===== config.mk =====
export PLATFORM = sky130hd
export DESIGN_NAME = pwm_timer
export DESIGN_NICKNAME = d
export VERILOG_FILES = /design/src/rtl/pwm_timer_pkg.sv /design/src/rtl/pwm_timebase.sv /design/src/rtl/pwm_channel.sv /design/src/rtl/pwm_timer.sv
export SDC_FILE = /design/constraint.sdc
export NUM_CORES = 1
export LEC_CHECK = 0
export ABC_AREA = 1
export BUFFER_PORTS_ARGS = -buffer_cell sky130_fd_sc_hd__buf_2
export CAP_MARGIN = 20
export CELL_PAD_IN_SITES_DETAIL_PLACEMENT = 1
export CELL_PAD_IN_SITES_GLOBAL_PLACEMENT = 1
export CORE_UTILIZATION = 49
export DETAILED_ROUTE_END_ITERATION = 6
export PLACE_DENSITY = 0.88
export SLEW_MARGIN = 20
export SYNTH_ARGS = -nofsm -noshare
export SYNTH_HDL_FRONTEND = slang
export SYNTH_HIERARCHICAL = 1
export SYNTH_SLANG_ARGS = --single-unit

===== constraint.sdc =====
create_clock -name clk -period 6.2 [get_ports clk]
set_input_delay 0.62 -clock clk [delete_from_list [all_inputs] [get_ports clk]]
set_output_delay 0.62 -clock clk [all_outputs]
set_load 0.05 [all_outputs]

===== src/rtl/pwm_timer_pkg.sv =====
// Shared constants and types for the PWM timer.
// Assumes word-aligned register offsets below 0x100.
package pwm_timer_pkg;

    localparam int unsigned DATA_W    = 32;
    localparam int unsigned PS_W      = 3;
    localparam int unsigned CH_STRIDE = 8;

    localparam logic [7:0] OFS_INFO    = 8'h04;
    localparam logic [7:0] OFS_GLOBAL  = 8'h08;
    localparam logic [7:0] OFS_SC      = 8'h10;
    localparam logic [7:0] OFS_CNT     = 8'h14;
    localparam logic [7:0] OFS_MOD     = 8'h18;
    localparam logic [7:0] OFS_CH_BASE = 8'h20;

    typedef enum logic [1:0] {
        CLK_OFF = 2'b00,
        CLK_INT = 2'b01,
        CLK_EXT = 2'b10,
        CLK_RSV = 2'b11
    } clk_mode_e;

    typedef enum logic [1:0] {
        OUT_OFF  = 2'b00,
        OUT_INV  = 2'b01,
        OUT_NORM = 2'b10,
        OUT_RSV  = 2'b11
    } out_code_e;

    // Status/control word, bits [5:0].
    typedef struct packed {
        logic            center;
        clk_mode_e       mode;
        logic [PS_W-1:0] ps;
    } sc_t;

    // Channel configuration, bits [5:2] of the channel control word.
    typedef struct packed {
        logic      edge_en;
        logic      mode_b;
        out_code_e code;
    } ch_cfg_t;

endpackage


===== src/rtl/pwm_timebase.sv =====
// Prescaler, shared up-counter and buffered modulo register.
// Assumes run implies defer (a counting timer always defers writes).
module pwm_timebase
    import pwm_timer_pkg::*;
#(
    parameter int unsigned CNT_W = 16
) (
    input  logic             clk,
    input  logic             rst_n,
    input  logic [PS_W-1:0]  ps,
    input  logic             run,
    input  logic             defer,
    input  logic             mod_we,
    input  logic [CNT_W-1:0] mod_wdata,
    output logic [CNT_W-1:0] cnt_o,
    output logic [CNT_W-1:0] mod_o,
    output logic             tick_o,
    output logic             wrap_o
);
    localparam int unsigned PRE_W = (1 << PS_W) - 1;

    logic [PRE_W-1:0] pre_q;
    logic [PRE_W-1:0] pre_mask;
    logic [CNT_W-1:0] cnt_q;
    logic [CNT_W-1:0] mod_buf_q;
    logic [CNT_W-1:0] mod_q;

    assign pre_mask = ~({PRE_W{1'b1}} << ps);
    assign tick_o   = run && ((pre_q & pre_mask) == pre_mask);
    assign wrap_o   = tick_o && (cnt_q >= mod_q);
    assign cnt_o    = cnt_q;
    assign mod_o    = mod_q;

    // Free-running prescale divider, cleared while the counter is stopped.
    always_ff @(posedge clk) begin
        if (!rst_n || !run) pre_q <= '0;
        else                pre_q <= pre_q + 1'b1;
    end

    // Shared counter: steps on each tick and wraps at the active modulo.
    always_ff @(posedge clk) begin
        if (!rst_n)      cnt_q <= '0;
        else if (tick_o) cnt_q <= wrap_o ? '0 : cnt_q + 1'b1;
    end

    // Modulo shadow and active registers: immediate when stopped, else at wrap.
    always_ff @(posedge clk) begin
        if (!rst_n) begin
            mod_buf_q <= '1;
            mod_q     <= '1;
        end else begin
            if (mod_we) mod_buf_q <= mod_wdata;
            if (!defer && mod_we)   mod_q <= mod_wdata;
            else if (defer && wrap_o) mod_q <= mod_we ? mod_wdata : mod_buf_q;
        end
    end

    assert_wrap_R5: assert property (@(posedge clk) disable iff (!rst_n)
        (tick_o && cnt_q >= mod_q) |=> (cnt_q == '0));

    assert_hold_R4: assert property (@(posedge clk) disable iff (!rst_n)
        !run |=> $stable(cnt_q));

    assert_mod_defer_R7: assert property (@(posedge clk) disable iff (!rst_n)
        (defer && !wrap_o) |=> $stable(mod_q));

endmodule


===== src/rtl/pwm_channel.sv =====
// One PWM channel: configuration, buffered compare value, event flag, pin.
// Assumes tick/wrap/cnt come from the shared timebase of the same clock.
module pwm_channel
    import pwm_timer_pkg::*;
#(
    parameter int unsigned CNT_W = 16
) (
    input  logic             clk,
    input  logic             rst_n,
    input  logic             tick,
    input  logic             wrap,
    input  logic             defer,
    input  logic [CNT_W-1:0] cnt,
    input  logic             cfg_we,
    input  logic [7:0]       cfg_wdata,
    input  logic             val_we,
    input  logic [CNT_W-1:0] val_wdata,
    output logic [7:0]       cfg_rd,
    output logic [CNT_W-1:0] val_o,
    output logic             pwm_o
);
    ch_cfg_t          cfg_q;
    logic             flag_q;
    logic [CNT_W-1:0] val_buf_q;
    logic [CNT_W-1:0] val_q;
    logic             hit;
    logic             below;
    logic             unused_cfg;

    assign unused_cfg = ^{cfg_wdata[6], cfg_wdata[1:0]};
    assign hit    = tick && (cnt == val_q);
    assign below  = cnt < val_q;
    assign cfg_rd = {flag_q, 1'b0, cfg_q, 2'b00};
    assign val_o  = val_q;

    // Channel configuration: applies immediately on write.
    always_ff @(posedge clk) begin
        if (!rst_n)      cfg_q <= '0;
        else if (cfg_we) cfg_q <= ch_cfg_t'(cfg_wdata[5:2]);
    end

    // Event flag: set by a compare hit, cleared by writing 1; set wins.
    always_ff @(posedge clk) begin
        if (!rst_n)                     flag_q <= 1'b0;
        else if (hit)                   flag_q <= 1'b1;
        else if (cfg_we && cfg_wdata[7]) flag_q <= 1'b0;
    end

    // Compare shadow and active registers: immediate when stopped, else at wrap.
    always_ff @(posedge clk) begin
        if (!rst_n) begin
            val_buf_q <= '0;
            val_q     <= '0;
        end else begin
            if (val_we) val_buf_q <= val_wdata;
            if (!defer && val_we)   val_q <= val_wdata;
            else if (defer && wrap) val_q <= val_we ? val_wdata : val_buf_q;
        end
    end

    // Output decode from the configuration, count and active compare.
    always_comb begin
        unique case (cfg_q.code)
            OUT_OFF: pwm_o = 1'b0;
            OUT_INV: pwm_o = cfg_q.edge_en && !below;
            default: pwm_o = cfg_q.edge_en && below;
        endcase
    end

    assert_flag_set_R10: assert property (@(posedge clk) disable iff (!rst_n)
        hit |=> flag_q);

    assert_flag_keep_R10: assert property (@(posedge clk) disable iff (!rst_n)
        (flag_q && !(cfg_we && cfg_wdata[7])) |=> flag_q);

    assert_val_defer_R7: assert property (@(posedge clk) disable iff (!rst_n)
        (defer && !wrap) |=> $stable(val_q));

endmodule


===== src/rtl/pwm_timer.sv =====
// Multichannel edge-aligned PWM timer with a word-addressed register port.
// Assumes ADDR_W >= 8, CNT_W < 32 and NUM_CH <= 28 so every offset fits.
module pwm_timer
    import pwm_timer_pkg::*;
#(
    parameter int unsigned NUM_CH = 4,
    parameter int unsigned CNT_W  = 16,
    parameter int unsigned ADDR_W = 8
) (
    input  logic              clk,
    input  logic              rst_n,
    input  logic [ADDR_W-1:0] reg_addr,
    input  logic [DATA_W-1:0] reg_wdata,
    input  logic              reg_we,
    output logic [DATA_W-1:0] reg_rdata,
    output logic [NUM_CH-1:0] pwm_o
);
    localparam logic [7:0] CH_COUNT = 8'(NUM_CH);

    sc_t              sc_q;
    logic             run;
    logic             defer;
    logic             tick;
    logic             wrap;
    logic [CNT_W-1:0] cnt;
    logic [CNT_W-1:0] mod_act;
    logic [7:0]       ch_cfg_rd [NUM_CH];
    logic [CNT_W-1:0] ch_val    [NUM_CH];
    logic             unused_wdata;

    assign unused_wdata = ^reg_wdata[DATA_W-1:CNT_W];
    assign run   = (sc_q.mode == CLK_INT);
    assign defer = (sc_q.mode != CLK_OFF);

    function automatic logic [ADDR_W-1:0] cfg_addr(input int unsigned idx);
        return ADDR_W'(OFS_CH_BASE) + ADDR_W'(CH_STRIDE * idx);
    endfunction

    function automatic logic [ADDR_W-1:0] val_addr(input int unsigned idx);
        return cfg_addr(idx) + ADDR_W'(4);
    endfunction

    // Status/control register write.
    always_ff @(posedge clk) begin
        if (!rst_n) sc_q <= '0;
        else if (reg_we && reg_addr == ADDR_W'(OFS_SC)) sc_q <= sc_t'(reg_wdata[5:0]);
    end

    pwm_timebase #(.CNT_W(CNT_W)) u_timebase (
        .clk       (clk),
        .rst_n     (rst_n),
        .ps        (sc_q.ps),
        .run       (run),
        .defer     (defer),
        .mod_we    (reg_we && reg_addr == ADDR_W'(OFS_MOD)),
        .mod_wdata (reg_wdata[CNT_W-1:0]),
        .cnt_o     (cnt),
        .mod_o     (mod_act),
        .tick_o    (tick),
        .wrap_o    (wrap)
    );

    for (genvar gi = 0; gi < NUM_CH; gi++) begin : g_ch
        pwm_channel #(.CNT_W(CNT_W)) u_ch (
            .clk       (clk),
            .rst_n     (rst_n),
            .tick      (tick),
            .wrap      (wrap),
            .defer     (defer),
            .cnt       (cnt),
            .cfg_we    (reg_we && reg_addr == cfg_addr(gi)),
            .cfg_wdata (reg_wdata[7:0]),
            .val_we    (reg_we && reg_addr == val_addr(gi)),
            .val_wdata (reg_wdata[CNT_W-1:0]),
            .cfg_rd    (ch_cfg_rd[gi]),
            .val_o     (ch_val[gi]),
            .pwm_o     (pwm_o[gi])
        );
    end

    // Read mux; unmapped words, including the global register, read zero.
    always_comb begin
        reg_rdata = '0;
        if (reg_addr == ADDR_W'(OFS_INFO))     reg_rdata = DATA_W'(CH_COUNT);
        else if (reg_addr == ADDR_W'(OFS_SC))  reg_rdata = DATA_W'(sc_q);
        else if (reg_addr == ADDR_W'(OFS_CNT)) reg_rdata = DATA_W'(cnt);
        else if (reg_addr == ADDR_W'(OFS_MOD)) reg_rdata = DATA_W'(mod_act);
        for (int i = 0; i < NUM_CH; i++) begin
            if (reg_addr == cfg_addr(i)) reg_rdata = DATA_W'(ch_cfg_rd[i]);
            if (reg_addr == val_addr(i)) reg_rdata = DATA_W'(ch_val[i]);
        end
    end

    assert_sc_stable_R3: assert property (@(posedge clk) disable iff (!rst_n)
        !(reg_we && reg_addr == ADDR_W'(OFS_SC)) |=> $stable(sc_q));

endmodule


==> results.py <==
metrics = {
    "final_layout": {
        "syn2layout_area_growth_pct": 8.34,
        "fin_util_pct": 54.8,
        "drive_gt1_share_pct": 14.7,
        "multiInputGateArea_mm2": 0.00663,
        "diodes": 0,
        "final_net_count": 1717,
        "layout_common_cells": "nand2_1, nor2_1, dfxtp_1, inv_1, nand3_1",
        "nFillCells": 2983,
        "register_area_mm2": 0.00418,
        "final_common_cell": "nand2_1",
        "stdcell_count": 1929,
    },
    "floorplanning": {
        "core_area_mm2": 0.0238,
        "die_h_um": 159,
        "rows": 56,
        "initial_core_util_pct": 50.6,
        "io_pins": 79,
        "die_w_um": 159,
        "dieArea_mm2": 0.0252,
    },
    "run": {
        "drv_cap": 0,
    },
    "power": {
        "power_density_mw_per_mm2": 226,
        "p_leak_nw": 5.52,
        "ir_drop_mv": 0.229,
    },
    "timing": {
        "timing.setup.tns_ns": 0,
        "finalCritPeriodShare_pct": 55.3,
        "maxSlewHeadroom_pct": 47.9,
        "setup_violations": 0,
        "hold_viol_final": 0,
        "clock_skew_ns": 0.0334,
        "hold_ws_ns": 0.452,
        "worst_pin_slew_ns": 0.781,
        "period_needed_ns": 3.43,
        "rsz0062_at_grt": "no",
        "worst_slack_ns": 2.77,
        "fmax_mhz": 292,
        "drv_slew": 0,
    },
    "grt": {
        "antenna_found_initial": 0,
        "grt-busiest-layer": "met2",
        "overflow": 0,
        "grt_use_met2_pct": 53.5,
        "grtUsageTotal_pct": 30.7,
        "first_global_vias": 11300,
        "use_met3_pct": 4.49,
        "grt_max_degree": 56,
        "met1_usage_pct": 36.9,
        "grt_pass1_wl_mm": 59.0,
    },
    "clock_network": {
        "cts_tree": "done",
        "insertion_delay_ns": 0.55,
        "ctsLongestPathBuffers": 3,
        "htreeDepth": 1,
        "cts_root_buffer": "clkbuf_16",
        "ctsHoldBuffers": 0,
        "cts_sinks": 209,
        "cts_resized": 0,
        "post-cts-setup-buffers": 0,
        "path_clk_slew_ns": 0.06,
        "cts_inserted_buffers": 24,
    },
    "critical_path": {
        "crit_top_cell": "a21oi_1",
        "path_class": "flop to output port",
        "path_max_fanout": 8,
        "crit_buf_inv": 1,
        "cp_data_arrival_time_ns": 2.81,
        "slowest_stage": "dfxtp_1",
        "crit_chain": "ha_1 -> a21oi_1 -> o21ai_0 -> a21oi_1 -> a21oi_1 -> nor2_1 -> buf_2",
        "startpoint_type": "flop",
        "crit_required_ns": 5.58,
        "critical_path.top_delay_family": "compound AO/OA/AOI/OAI gates",
        "critPathMaxStageDelay_ns": 0.63,
        "crit_path_end_kind": "output port",
    },
    "synthesis": {
        "yosysTopAreaCellShare_pct": 34.8,
        "syn_area_per_cell_um2": 7.63,
        "ys_top_cells_by_area": "dfxtp_1, nand2_1, ha_1",
        "syn_inst": 1574,
        "ys.flop_type": "dfxtp_1",
        "synth.largest_area_cell": "dfxtp_1",
        "synthArstFlopShare_pct": 0,
        "ys_ff_latch": 209,
        "yosysWarningCount": 6,
        "ys_types": 40,
        "seq_area_frac_synth_pct": 34.8,
        "synth_edf_count": 0,
        "syn-cell-area_mm2": 0.0120,
    },
    "drt": {
        "routed_via_density": 5.58,
        "drc": 0,
        "wl_mm": 37.9,
        "wl_per_cell_um": 19.7,
        "firstDrtPassIters": 5,
        "ant_nets": 0,
        "vias": 10800,
        "drtIter0Drc": 455,
    },
    "placed_design": {
        "port_buffers": 46,
        "gp_congestion": 0.870,
        "dp_slack_ns": 2.94,
        "hpwl_mm": 26.2,
        "placedCellCount": 1885,
    },
    "worst_hold_path": {
        "hold_class": "flop to flop",
    },
    "run_status": {
        "outcome": "complete, no violations",
    },
}
==> final cells by class <==
| type | instances | area share (%) |
|---|---|---|
| multi-input cells | 1116 | 50.9 |
| flip-flops and latches | 209 | 32.1 |
| inverters | 189 | 5.49 |
| clock buffers | 33 | 5.33 |
| well taps | 319 | 3.07 |
| repair buffers | 52 | 2.11 |
| clock inverters | 11 | 0.961 |
==> Yosys cell counts, types with 5 or more instances <==
cell / instances
inv_1: 168
inv_2: 18
buf_6: 16
clkbuf_1: 19
ha_1: 82
nor2_1: 233
nor2_4: 9
mux2i_1: 64
xor2_1: 10
dfxtp_1: 209
a21oi_1: 87
o21ai_0: 33
a211oi_2: 64
nor3_1: 19
nand3_1: 90
buf_2: 8
nand4_1: 20
conb_1: 5
nand2_1: 313
nand2_2: 23
nand3_2: 10
buf_4: 38
==> power breakdown <==
part           internal, W  switching, W  total, W
sequential         0.00134    0.00000179   0.00135
clock             0.000869      0.000604   0.00147
combinational    0.0000188      0.000104  0.000123
total              0.00223      0.000710   0.00294
==> metal layers <==
metal,wire length (µm),up-vias
met2,18300,311
met5,0,-
met3,1960,114
li1,-,5083
met4,1820,0
met1,15800,5259
==> path summary, 6_finish.rpt <==
path | slack (ns) | start | endpoint | depth (start not counted)
worst max-delay path | 2.77 | u_timebase/cnt_o[15] | pwm_o[0] | 7
worst min-delay path | 0.45 | u_timebase/mod_buf_q[14] | u_timebase/mod_buf_q[14] | 2
worst max register to register | 3.13 | u_timebase/cnt_o[7] | g_ch[2].u_ch/val_o[6] | 12
worst min register to register | 0.45 | u_timebase/mod_buf_q[14] | u_timebase/mod_buf_q[14] | 2
==> stage by stage <==
stage          area [µm²]  power (W)
3_5_place_dp        12200    0.00150
2_1_floorplan       12100    0.00146
5_1_grt             13000    0.00302
4_1_cts             13000    0.00296
6_report            13000    0.00294
3_3_place_gp        12200    0.00149
==> kinds of logic (layout without fill, tap and decap cells) <==
kind of cell               Yosys count  count (layout)  synth area share [%]
AOI/OAI and AO/OA                  197             197                  12.5
buffers and inverters              272             285                  10.9
muxes                               68              68                  5.83
adders and majority gates           82              82                  8.54
DFF                                209             209                  34.8
xor gates and xnor gates            12              12                 0.875
other                                5              28                 0.156
and+or+nand+nor                    729             729                  26.4
==> tightest hold or removal path, delay by kind of cell, from the launching register on <==
family           cells  cell delay [ns]
flip-flops           1             0.31
AND/OR/NAND/NOR      2             0.12
==> registers in the layout, indices dropped and copies added (netlist names) <==
name / flops
u_timebase/cnt_o: 16
g_ch.u_ch/cfg_rd: 16
u_timebase/mod_o: 16
u_timebase/pre_q: 7
g_ch.u_ch/flag_q: 4
u_timebase/mod_buf_q: 16
g_ch.u_ch/val_o: 64
g_ch.u_ch/val_buf_q: 64
sc_q: 6
No activity file was read; power rests on OpenSTA's default activity.
